`src/rtl/mdio_master_pkg.sv`:
```
package mdio_master_pkg;

  localparam int ADDR_W     = 5;
  localparam int DATA_W     = 16;
  localparam int PRE_BITS   = 32;
  localparam int HDR_BITS   = PRE_BITS + 4 + 2 * ADDR_W;   // driven head of every frame
  localparam int WR_BITS    = HDR_BITS + 2 + DATA_W + 1;   // 65
  localparam int RD_BITS    = HDR_BITS + 1 + DATA_W + 1;   // 64
  localparam int FRAME_BITS = WR_BITS;
  localparam int CAP_FIRST  = HDR_BITS + 1;
  localparam int CAP_LAST   = CAP_FIRST + DATA_W - 1;
  localparam int CNT_W      = $clog2(FRAME_BITS + 1);

  typedef struct packed {
    logic [FRAME_BITS-1:0] dout;
    logic [FRAME_BITS-1:0] den;
  } frame_t;

  // Frame image, bit FRAME_BITS-1 goes on the wire first.
  function automatic frame_t build_frame(input logic wr,
                                         input logic [ADDR_W-1:0] phy,
                                         input logic [ADDR_W-1:0] rg,
                                         input logic [DATA_W-1:0] wd);
    frame_t f;
    if (wr) begin
      f.dout = {{PRE_BITS{1'b1}}, 2'b01, 2'b01, phy, rg, 2'b00, wd, 1'b0};
      f.den  = {{(FRAME_BITS-1){1'b1}}, 1'b0};
    end else begin
      f.dout = {{PRE_BITS{1'b1}}, 2'b01, 2'b10, phy, rg, {(FRAME_BITS-HDR_BITS){1'b0}}};
      f.den  = {{HDR_BITS{1'b1}}, {(FRAME_BITS-HDR_BITS){1'b0}}};
    end
    return f;
  endfunction

endpackage

```
`src/rtl/mdio_clk_div.sv`:
```
module mdio_clk_div #(
  parameter int HALF_DIV = 4
) (
  input  logic clk_i,
  input  logic rst_ni,
  input  logic en_i,
  output logic mdc_o,
  output logic bit_end_o
);
  localparam int CW = (HALF_DIV > 1) ? $clog2(HALF_DIV) : 1;
  localparam logic [CW-1:0] CNT_LAST = CW'(HALF_DIV - 1);

  logic [CW-1:0] cnt_q;
  logic          phase_q;
  logic          half_end;

  assign half_end  = en_i && (cnt_q == CNT_LAST);
  assign mdc_o     = phase_q;
  assign bit_end_o = half_end && phase_q;

  always_ff @(posedge clk_i or negedge rst_ni) begin
    if (!rst_ni) begin
      cnt_q   <= '0;
      phase_q <= 1'b0;
    end else if (!en_i) begin
      cnt_q   <= '0;
      phase_q <= 1'b0;
    end else if (half_end) begin
      cnt_q   <= '0;
      phase_q <= ~phase_q;
    end else begin
      cnt_q   <= cnt_q + 1'b1;
    end
  end

  // a phase flip only follows a full half period
  p_half_len_r8: assert property (@(posedge clk_i) disable iff (!rst_ni)
    (en_i && $past(en_i) && (phase_q != $past(phase_q))) |-> ($past(cnt_q) == CNT_LAST));

  // clock parks low once disabled
  p_park_low_r1: assert property (@(posedge clk_i) disable iff (!rst_ni)
    !en_i |=> !phase_q);

endmodule

```
`src/rtl/mdio_frame_seq.sv`:
```
module mdio_frame_seq
  import mdio_master_pkg::*;
(
  input  logic              clk_i,
  input  logic              rst_ni,
  input  logic              start_i,
  input  logic              op_wr_i,
  input  logic [ADDR_W-1:0] phy_addr_i,
  input  logic [ADDR_W-1:0] reg_addr_i,
  input  logic [DATA_W-1:0] wr_data_i,
  input  logic              bit_end_i,
  input  logic              mdio_i,
  output logic              busy_o,
  output logic              done_o,
  output logic              mdio_o,
  output logic              mdio_oe_o,
  output logic [DATA_W-1:0] rd_data_o
);
  localparam logic [CNT_W-1:0] LAST_WR = CNT_W'(WR_BITS - 1);
  localparam logic [CNT_W-1:0] LAST_RD = CNT_W'(RD_BITS - 1);
  localparam logic [CNT_W-1:0] CAP_LO  = CNT_W'(CAP_FIRST);
  localparam logic [CNT_W-1:0] CAP_HI  = CNT_W'(CAP_LAST);
  localparam logic [CNT_W-1:0] PRE_END = CNT_W'(PRE_BITS);
  localparam logic [CNT_W-1:0] HDR_END = CNT_W'(HDR_BITS);
  localparam logic [CNT_W-1:0] N_WR    = CNT_W'(WR_BITS);
  localparam logic [CNT_W-1:0] N_RD    = CNT_W'(RD_BITS);

  logic              busy_q, done_q, wr_q;
  frame_t            frame_q;
  logic [CNT_W-1:0]  bit_cnt_q;
  logic [DATA_W-1:0] rd_q;
  logic              accept, step, last_bit, in_cap;

  assign accept   = start_i && !busy_q;
  assign step     = busy_q && bit_end_i;
  assign last_bit = bit_cnt_q == (wr_q ? LAST_WR : LAST_RD);
  assign in_cap   = !wr_q && (bit_cnt_q >= CAP_LO) && (bit_cnt_q <= CAP_HI);

  always_ff @(posedge clk_i or negedge rst_ni) begin
    if (!rst_ni) begin
      busy_q    <= 1'b0;
      done_q    <= 1'b0;
      wr_q      <= 1'b0;
      frame_q   <= '0;
      bit_cnt_q <= '0;
    end else begin
      done_q <= 1'b0;
      if (accept) begin
        busy_q    <= 1'b1;
        wr_q      <= op_wr_i;
        frame_q   <= build_frame(op_wr_i, phy_addr_i, reg_addr_i, wr_data_i);
        bit_cnt_q <= '0;
      end else if (step) begin
        frame_q.dout <= frame_q.dout << 1;
        frame_q.den  <= frame_q.den << 1;
        bit_cnt_q    <= bit_cnt_q + 1'b1;
        if (last_bit) begin
          busy_q <= 1'b0;
          done_q <= 1'b1;
        end
      end
    end
  end

  always_ff @(posedge clk_i or negedge rst_ni) begin
    if (!rst_ni)              rd_q <= '0;
    else if (step && in_cap)  rd_q <= {rd_q[DATA_W-2:0], mdio_i};
  end

  assign busy_o    = busy_q;
  assign done_o    = done_q;
  assign mdio_o    = busy_q && frame_q.dout[FRAME_BITS-1];
  assign mdio_oe_o = busy_q && frame_q.den[FRAME_BITS-1];
  assign rd_data_o = rd_q;

  p_preamble_r2: assert property (@(posedge clk_i) disable iff (!rst_ni)
    (busy_q && (bit_cnt_q < PRE_END)) |-> (mdio_o && mdio_oe_o));

  p_read_release_r5: assert property (@(posedge clk_i) disable iff (!rst_ni)
    (busy_q && !wr_q && (bit_cnt_q >= HDR_END)) |-> !mdio_oe_o);

  p_frame_len_r6: assert property (@(posedge clk_i) disable iff (!rst_ni)
    done_q |-> (bit_cnt_q == (wr_q ? N_WR : N_RD)));

  p_rd_hold_r9: assert property (@(posedge clk_i) disable iff (!rst_ni)
    (!busy_q && !$past(busy_q)) |-> $stable(rd_q));

  p_done_pulse_r10: assert property (@(posedge clk_i) disable iff (!rst_ni)
    done_q |=> !done_q);

  p_start_ignored_r11: assert property (@(posedge clk_i) disable iff (!rst_ni)
    (busy_q && $past(busy_q)) |-> $stable(wr_q));

endmodule

```
`src/rtl/mdio_master.sv`:
```
module mdio_master
  import mdio_master_pkg::*;
#(
  parameter int HALF_DIV = 4
) (
  input  logic              clk_i,
  input  logic              rst_ni,
  input  logic              start_i,
  input  logic              op_wr_i,
  input  logic [ADDR_W-1:0] phy_addr_i,
  input  logic [ADDR_W-1:0] reg_addr_i,
  input  logic [DATA_W-1:0] wr_data_i,
  input  logic              mdio_i,
  output logic              mdc_o,
  output logic              mdio_o,
  output logic              mdio_oe_o,
  output logic              busy_o,
  output logic              done_o,
  output logic [DATA_W-1:0] rd_data_o
);
  logic bit_end;

  mdio_clk_div #(.HALF_DIV(HALF_DIV)) u_clk_div (
    .clk_i     (clk_i),
    .rst_ni    (rst_ni),
    .en_i      (busy_o),
    .mdc_o     (mdc_o),
    .bit_end_o (bit_end)
  );

  mdio_frame_seq u_seq (
    .clk_i      (clk_i),
    .rst_ni     (rst_ni),
    .start_i    (start_i),
    .op_wr_i    (op_wr_i),
    .phy_addr_i (phy_addr_i),
    .reg_addr_i (reg_addr_i),
    .wr_data_i  (wr_data_i),
    .bit_end_i  (bit_end),
    .mdio_i     (mdio_i),
    .busy_o     (busy_o),
    .done_o     (done_o),
    .mdio_o     (mdio_o),
    .mdio_oe_o  (mdio_oe_o),
    .rd_data_o  (rd_data_o)
  );

  p_idle_quiet_r1: assert property (@(posedge clk_i) disable iff (!rst_ni)
    !busy_o |-> (!mdc_o && !mdio_o && !mdio_oe_o));

  p_change_low_r7: assert property (@(posedge clk_i) disable iff (!rst_ni)
    (busy_o && $past(busy_o) &&
     ((mdio_o != $past(mdio_o)) || (mdio_oe_o != $past(mdio_oe_o)))) |-> !mdc_o);

  p_done_idle_r10: assert property (@(posedge clk_i) disable iff (!rst_ni)
    done_o |-> (!busy_o && $past(busy_o)));

endmodule

```
`config.mk`:
```
export PLATFORM = sky130hd
export DESIGN_NAME = mdio_master
export DESIGN_NICKNAME = d
export VERILOG_FILES = /design/src/rtl/mdio_master_pkg.sv /design/src/rtl/mdio_clk_div.sv /design/src/rtl/mdio_frame_seq.sv /design/src/rtl/mdio_master.sv
export SDC_FILE = /design/constraint.sdc
export NUM_CORES = 1
export LEC_CHECK = 0
export ABC_AREA = 1
export BUFFER_PORTS_ARGS = -buffer_cell sky130_fd_sc_hd__buf_4
export CAP_MARGIN = 20
export CORE_UTILIZATION = 45
export CTS_BUF_LIST = sky130_fd_sc_hd__clkbuf_8
export DETAILED_ROUTE_END_ITERATION = 8
export REMOVE_ABC_BUFFERS = 1
export SYNTH_ARGS = -nofsm -noshare
export SYNTH_HDL_FRONTEND = slang
export SYNTH_SLANG_ARGS = --single-unit
```
`constraint.sdc`:
```
create_clock -name clk_i -period 3.4 [get_ports clk_i]
set_clock_uncertainty 0.2 [all_clocks]
set_input_delay 0.17 -clock clk_i [delete_from_list [all_inputs] [get_ports clk_i]]
set_output_delay 0.17 -clock clk_i [all_outputs]
set_load 0.01 [all_outputs]
```
Yosys cells after proc, flatten, opt, wreduce, memory -nomap -nowiden
Index checks and enable logic that the tools add are counted.
W data, S select, Z words.
{"block": "totals", "output_inout_bits": 21, "register_bits": 159}
{"block": "op_classes", "reduce_logical": 14, "muxes": 16, "addsub": 2, "magnitude_cmp": 2, "eq_ne": 3, "n_bitwise": 1}
{"op": "$mux W130", "n": 2}
{"op": "$mux W96", "n": 1}
{"op": "$mux W7", "n": 3}
{"op": "$logic_and A1 B1 Y1", "n": 9}
{"op": "$mux W1", "n": 8}
{"op": "$add A7 B1 Y7 const B", "n": 1}
{"op": "$eq A7 B7 Y1", "n": 1}
{"op": "$ge A7 B6 Y1 const B", "n": 1}
{"op": "$le A7 B6 Y1 const B", "n": 1}
{"op": "$mux W2", "n": 2}
{"op": "$reduce_bool A2 Y1", "n": 2}
{"op": "$add A2 B1 Y2 const B", "n": 1}
{"op": "$eq A2 B2 Y1 const B", "n": 1}
{"op": "$logic_not A1 Y1", "n": 2}
{"op": "$ne A2 B2 Y1 const B", "n": 1}
{"op": "$reduce_and A2 Y1", "n": 1}
{"op": "$not A1 Y1", "n": 1}

Logic depth before layout (Yosys ltp)
{"block": "logic_depth", "depth_word": 6, "mapped_depth": 9, "depth_no_buf": 8}

Hierarchy
A second synthesis with hierarchy kept.
{"block": "hier_totals", "cells_unflattened": 694, "hier_area_um2": 6442.4}
{"module": "mdio_frame_seq", "cells_per_inst": 679, "instances": 1, "area_per_inst_um2": 6311.1}
{"module": "mdio_clk_div", "cells_per_inst": 15, "instances": 1, "area_per_inst_um2": 131.4}

Worst setup path after synthesis
OpenSTA, ideal clock, no wires.
{"block": "synth_path", "kind": "flip-flop to flip-flop", "from": "register u_clk_div.cnt_q[0]", "to": "register u_seq.rd_q[0], in the netlist u_seq.rd_data_o[0]", "n_path_buf": 1, "arrival_ps": 1337, "path_slack_ps": 1747, "stages_incl_launch_ff": 10, "period_less_slack_ps": 1653, "cell_sequence": "dfrtp_1 ha_1 nand3_4 inv_2 nand2_2 nor2_4 nand2_4 buf_6 nand2_1 nand2_1"}
{"block": "synth_via", "elab_chain_cells": 5}
{"element": "start: declaration", "line": "mdio_clk_div.sv:13", "text": "logic [CW-1:0] cnt_q;"}
{"element": "start signal: assignment", "line": "mdio_clk_div.sv:32", "text": "cnt_q <= cnt_q + 1'b1;"}
{"element": "$eq A2 B2 Y1", "line": "mdio_clk_div.sv:17", "text": "assign half_end = en_i && (cnt_q == CNT_LAST);"}
{"element": "$logic_and A1 B1 Y1", "line": "mdio_clk_div.sv:17"}
{"element": "$logic_and A1 B1 Y1", "line": "mdio_clk_div.sv:19", "text": "assign bit_end_o = half_end && phase_q;"}
{"element": "$logic_and A1 B1 Y1", "line": "mdio_frame_seq.sv:35", "text": "assign step = busy_q && bit_end_i;"}
{"element": "$logic_and A1 B1 Y1", "line": "mdio_frame_seq.sv:67", "text": "else if (step && in_cap) rd_q <= {rd_q[DATA_W-2:0], mdio_i};"}
{"element": "end signal: assignment", "line": "mdio_frame_seq.sv:67"}
{"element": "end: declaration", "line": "mdio_frame_seq.sv:31", "text": "logic [DATA_W-1:0] rd_q;"}
No other way between the ends.
A chain may end at the register's enable or synchronous reset.

Worst setup path in the final report
{"block": "layout_path", "from": "register u_seq.busy_q, in the netlist u_seq.busy_o", "to": "register u_seq.frame_q[73] (netlist bit)"}
{"block": "layout_via", "elab_chain_cells": 4}
{"element": "start: declaration", "line": "mdio_frame_seq.sv:28", "text": "logic busy_q, done_q, wr_q;"}
{"element": "start signal: assignment", "line": "mdio_frame_seq.sv:41", "text": "busy_q <= 1'b0;"}
{"element": "start signal: assignment", "line": "mdio_frame_seq.sv:49", "text": "busy_q <= 1'b1;"}
{"element": "start signal: assignment", "line": "mdio_frame_seq.sv:58", "text": "busy_q <= 1'b0;"}
{"element": "$logic_and A1 B1 Y1", "line": "mdio_clk_div.sv:17"}
{"element": "$logic_and A1 B1 Y1", "line": "mdio_clk_div.sv:19"}
{"element": "$logic_and A1 B1 Y1", "line": "mdio_frame_seq.sv:35"}
{"element": "$reduce_bool A2 Y1 (no line)"}
{"element": "end signal: assignment", "line": "mdio_frame_seq.sv:51", "text": "frame_q <= build_frame(op_wr_i, phy_addr_i, reg_addr_i, wr_data_i);"}
{"element": "end: declaration", "line": "mdio_frame_seq.sv:29", "text": "frame_t frame_q;"}
Parallel ways exist; a longest one is shown, timed or not.

==> flow_metrics.env <==
export IMPL_track_usage_pct=18.5
export IMPL_overflow=0
export IMPL_avgSynthCellArea_sq_um=9.86
export IMPL_crit_slowest_cell="dlygate4sd3_1"
export IMPL_pwr_density_cell_mw_per_mm2=705
export IMPL_netlist_area_sq_mm=0.00643
export IMPL_max_freq_mhz=399
export IMPL_synthToLayoutAreaGrowth_pct=18.8
export IMPL_internal_power_mw=3.55
export IMPL_routed_wl_met2_um=5760
export IMPL_clkSlewWorstSetupHoldPaths_ps=70
export IMPL_slew_violations=0
export IMPL_rr_endpoint="u_seq.frame_q[73]"
export IMPL_antenna_found_initial=0
export IMPL_wl_per_cell_um=13.4
export IMPL_crit_family="simple AND/OR/NAND/NOR gates"
export IMPL_seq_power_share_pct=49.4
export IMPL_synth_top_cell_area_share_pct=61.1
export IMPL_crit_buf_inv=2
export IMPL_p_leak_nw=3.80
export IMPL_cap_violations=0
export IMPL_io_buffers=51
export IMPL_crit_path_start_kind="register"
export IMPL_min_period_over_period_pct=73.8
export IMPL_clkPwrFrac_pct=22.8
export IMPL_p_sw_share_pct=34.1
export IMPL_drtIter0Drc=375
export IMPL_power_switching_mw=1.83
export IMPL_timing_setup_tns_ps=0
export IMPL_cp_num_cells=6
export IMPL_die_y_um=122
export IMPL_vias=4686
export IMPL_clock_sinks=157
export IMPL_ys_warn_count=0
export IMPL_status="finished clean"
export IMPL_period_needed_ps=2510
export IMPL_arrival_ps=2680
export IMPL_hold_viol_final=0
export IMPL_fp_dieW_um=122
export IMPL_synthDistinctLibCells=28
export IMPL_crit_fanout=36
export IMPL_die_area_sq_mm=0.0148
export IMPL_via_per_inst=5.09
export IMPL_insertion_delay_ps=450
export IMPL_core_region_area_sq_mm=0.0139
export IMPL_path_class="register to register"
export IMPL_grt_max_degree=94
export IMPL_cts_buffer_depth=2
export IMPL_m1WireLength_um=5860
export IMPL_ctsHoldBuffers=37
export IMPL_numCtsBuffers=17
export IMPL_fin_nets=765
export IMPL_cts_tree="built"
export IMPL_post_cts_buffers=0
export IMPL_dp_hpwl_um=7290
export IMPL_max_stage_delay_ps=590
export IMPL_r2r_slack_ps=890
export IMPL_synth_seq_area_share_pct=61.1
export IMPL_io_pins=52
export IMPL_finish_utilization_pct=55.0
export IMPL_grt_pass1_vias=4556
export IMPL_dp_cells=855
export IMPL_tightest_slew_ps=564
export IMPL_htree_levels=4
export IMPL_path_cells="inv_2 > nand2_4 > nor2_4 > nand2_1 > dlygate4sd3_1 > a31oi_1"
export IMPL_combPwrFrac_pct=27.9
export IMPL_drive_gt1_share_pct=13.6
export IMPL_ys_top_cells_by_area="dfrtp_1 61%, a22oi_1 8.2%, nand2_1 6.8%"
export IMPL_holdWs_ps=55.0
export IMPL_synth_top_area_cell="dfrtp_1"
export IMPL_drc_errors=0
export IMPL_worstRegToRegCells=6
export IMPL_setup_viol=0
export IMPL_place_congestion=0.745
export IMPL_crit_required_ps=3570
export IMPL_netlist_instances=652
export IMPL_synth_seq_cells=157
export IMPL_place_area_sq_mm=0.00692
export IMPL_peakVddDrop_mv=0.320
export IMPL_slew_headroom_pct=62.4
export IMPL_cts_root_buf="clkbuf_8"
export IMPL_drt_pass1_iterations=4
export IMPL_end_kind="register"
export IMPL_ant_nets=0
export IMPL_fin_area_sq_mm=0.00763
export IMPL_min_path_type="primary input to asynchronous set/reset pin"
export IMPL_rows=43
export IMPL_wl_met3_um=473
export IMPL_cts_resized=0
export IMPL_finalWirelength_um=12300
export IMPL_rsz0062_at_grt="no"
export IMPL_instances_no_fill=921
export IMPL_grt_first_pass_wirelength_um=21300
export IMPL_r2r_start="u_seq.busy_o"
export IMPL_antennaDiodeCount=0
export IMPL_initial_core_util_pct=46.3
export IMPL_top_layer_used="met4"
-- metal layers --
metal  up-vias  global-route usage [%]
met4         0                    8.72
li1       2293                       -
met1      2269                    24.4
met5         -                       0
met2       104                    29.3
met3        20                    3.90
-- sequential cells by signal, summed over array words and instances (netlist names) --
name             count
u_seq.frame_q      128
u_seq.rd_data_o     16
u_seq.bit_cnt_q      7
u_clk_div.cnt_q      2
u_clk_div.mdc_o      1
u_seq.busy_o         1
u_seq.done_o         1
u_seq.wr_q           1
-- how the worst max path moves through the flow --
stage,startpoint,endpoint,slack (ps)
finish,u_seq.busy_o,u_seq.frame_q[73],890
detailed placement,u_clk_div.cnt_q[0],u_seq.rd_data_o[12],1040
CTS,u_seq.busy_o,u_seq.frame_q[69],930
global placement,u_clk_div.cnt_q[0],u_seq.rd_data_o[6],1120
global route,u_seq.busy_o,u_seq.frame_q[75],660
floorplan,u_clk_div.cnt_q[0],u_seq.rd_data_o[0],730
-- final cells by class --
| class | count | area, sq um |
|---|---|---|
| fillers | 1227 | 6250 |
| well taps | 180 | 225 |
| multi-input cells | 360 | 1910 |
| clock inverters | 10 | 77.6 |
| clock buffers | 19 | 262 |
| repair buffers | 97 | 862 |
| inverters | 98 | 368 |
| flip-flops and latches | 157 | 3930 |
-- power by group through the flow --
stage,Combinational [mW],Sequential [mW],Clock [mW]
global route,1.74,2.71,1.35
global placement,1.43,2.67,0
finish,1.50,2.66,1.22
floorplan,1.04,2.63,0
CTS,1.51,2.65,1.27
detailed placement,1.48,2.69,0
-- placed cells by master, fill, tap and decap left out --
master / synthesis / layout
dfrtp_1: 157 / 157
nand2_1: 117 / 117
inv_1: 94 / 96
a22oi_1: 70 / 70
buf_4: 3 / 56
a21oi_1: 46 / 46
dlygate4sd3_1: 0 / 37
nor2_1: 34 / 34
o21ai_0: 32 / 32
nand3_1: 26 / 26
clkbuf_8: 0 / 19
o22ai_1: 5 / 5
o211ai_1: 5 / 5
clkinv_2: 0 / 5
o221ai_1: 4 / 4
inv_2: 3 / 3
nand2_4: 3 / 3
nand2_2: 3 / 3
a31oi_1: 3 / 3
ha_1: 3 / 3
buf_12: 0 / 3
nor2_4: 2 / 2
nand4_1: 2 / 2
clkinvlp_4: 0 / 2
or2_2: 1 / 1
nor3_2: 1 / 1
nand3_4: 1 / 1
clkinv_1: 1 / 1
a22o_1: 1 / 1
a211oi_1: 1 / 1
bufinv_16: 0 / 1
buf_6: 6 / 1
-- cell usage after synthesis, drive strengths merged --
library cell / number
a31oi: 3
a22o: 1
inv: 97
nor2: 36
nand3: 27
or2: 1
a22oi: 70
buf: 28
nor3: 1
a211oi: 1
o21ai: 32
dfrtp: 157
ha: 3
o221ai: 4
clkinv: 1
clkbuf: 9
nand2: 123
nand4: 2
o211ai: 5
a21oi: 46
o22ai: 5
-- worst register-to-register path, delay by kind of cell (launching register included) --
kind | cells | cell delay [ps]
AO/OA/AOI/OAI | 1 | 130
buffers and inverters | 2 | 720
flip-flops | 1 | 490
AND/OR/NAND/NOR | 3 | 890
-- cells by family after synthesis --
kind of cell	Yosys count	synth area share [%]
DFF	157	61.1
AOI/OAI and AO/OA	167	16.4
adders and majority gates	3	0.584
buffers and inverters	135	9.13
and+or+nand+nor	190	12.7
-- stage by stage --
stage	setup slack, ps	power (mW)
after detailed placement	1040	4.16
after CTS	926	5.43
after global routing	662	5.79
final	892	5.38
after floorplan	728	3.66
after global placement	1120	4.10
(Power assumes the default switching activity.)
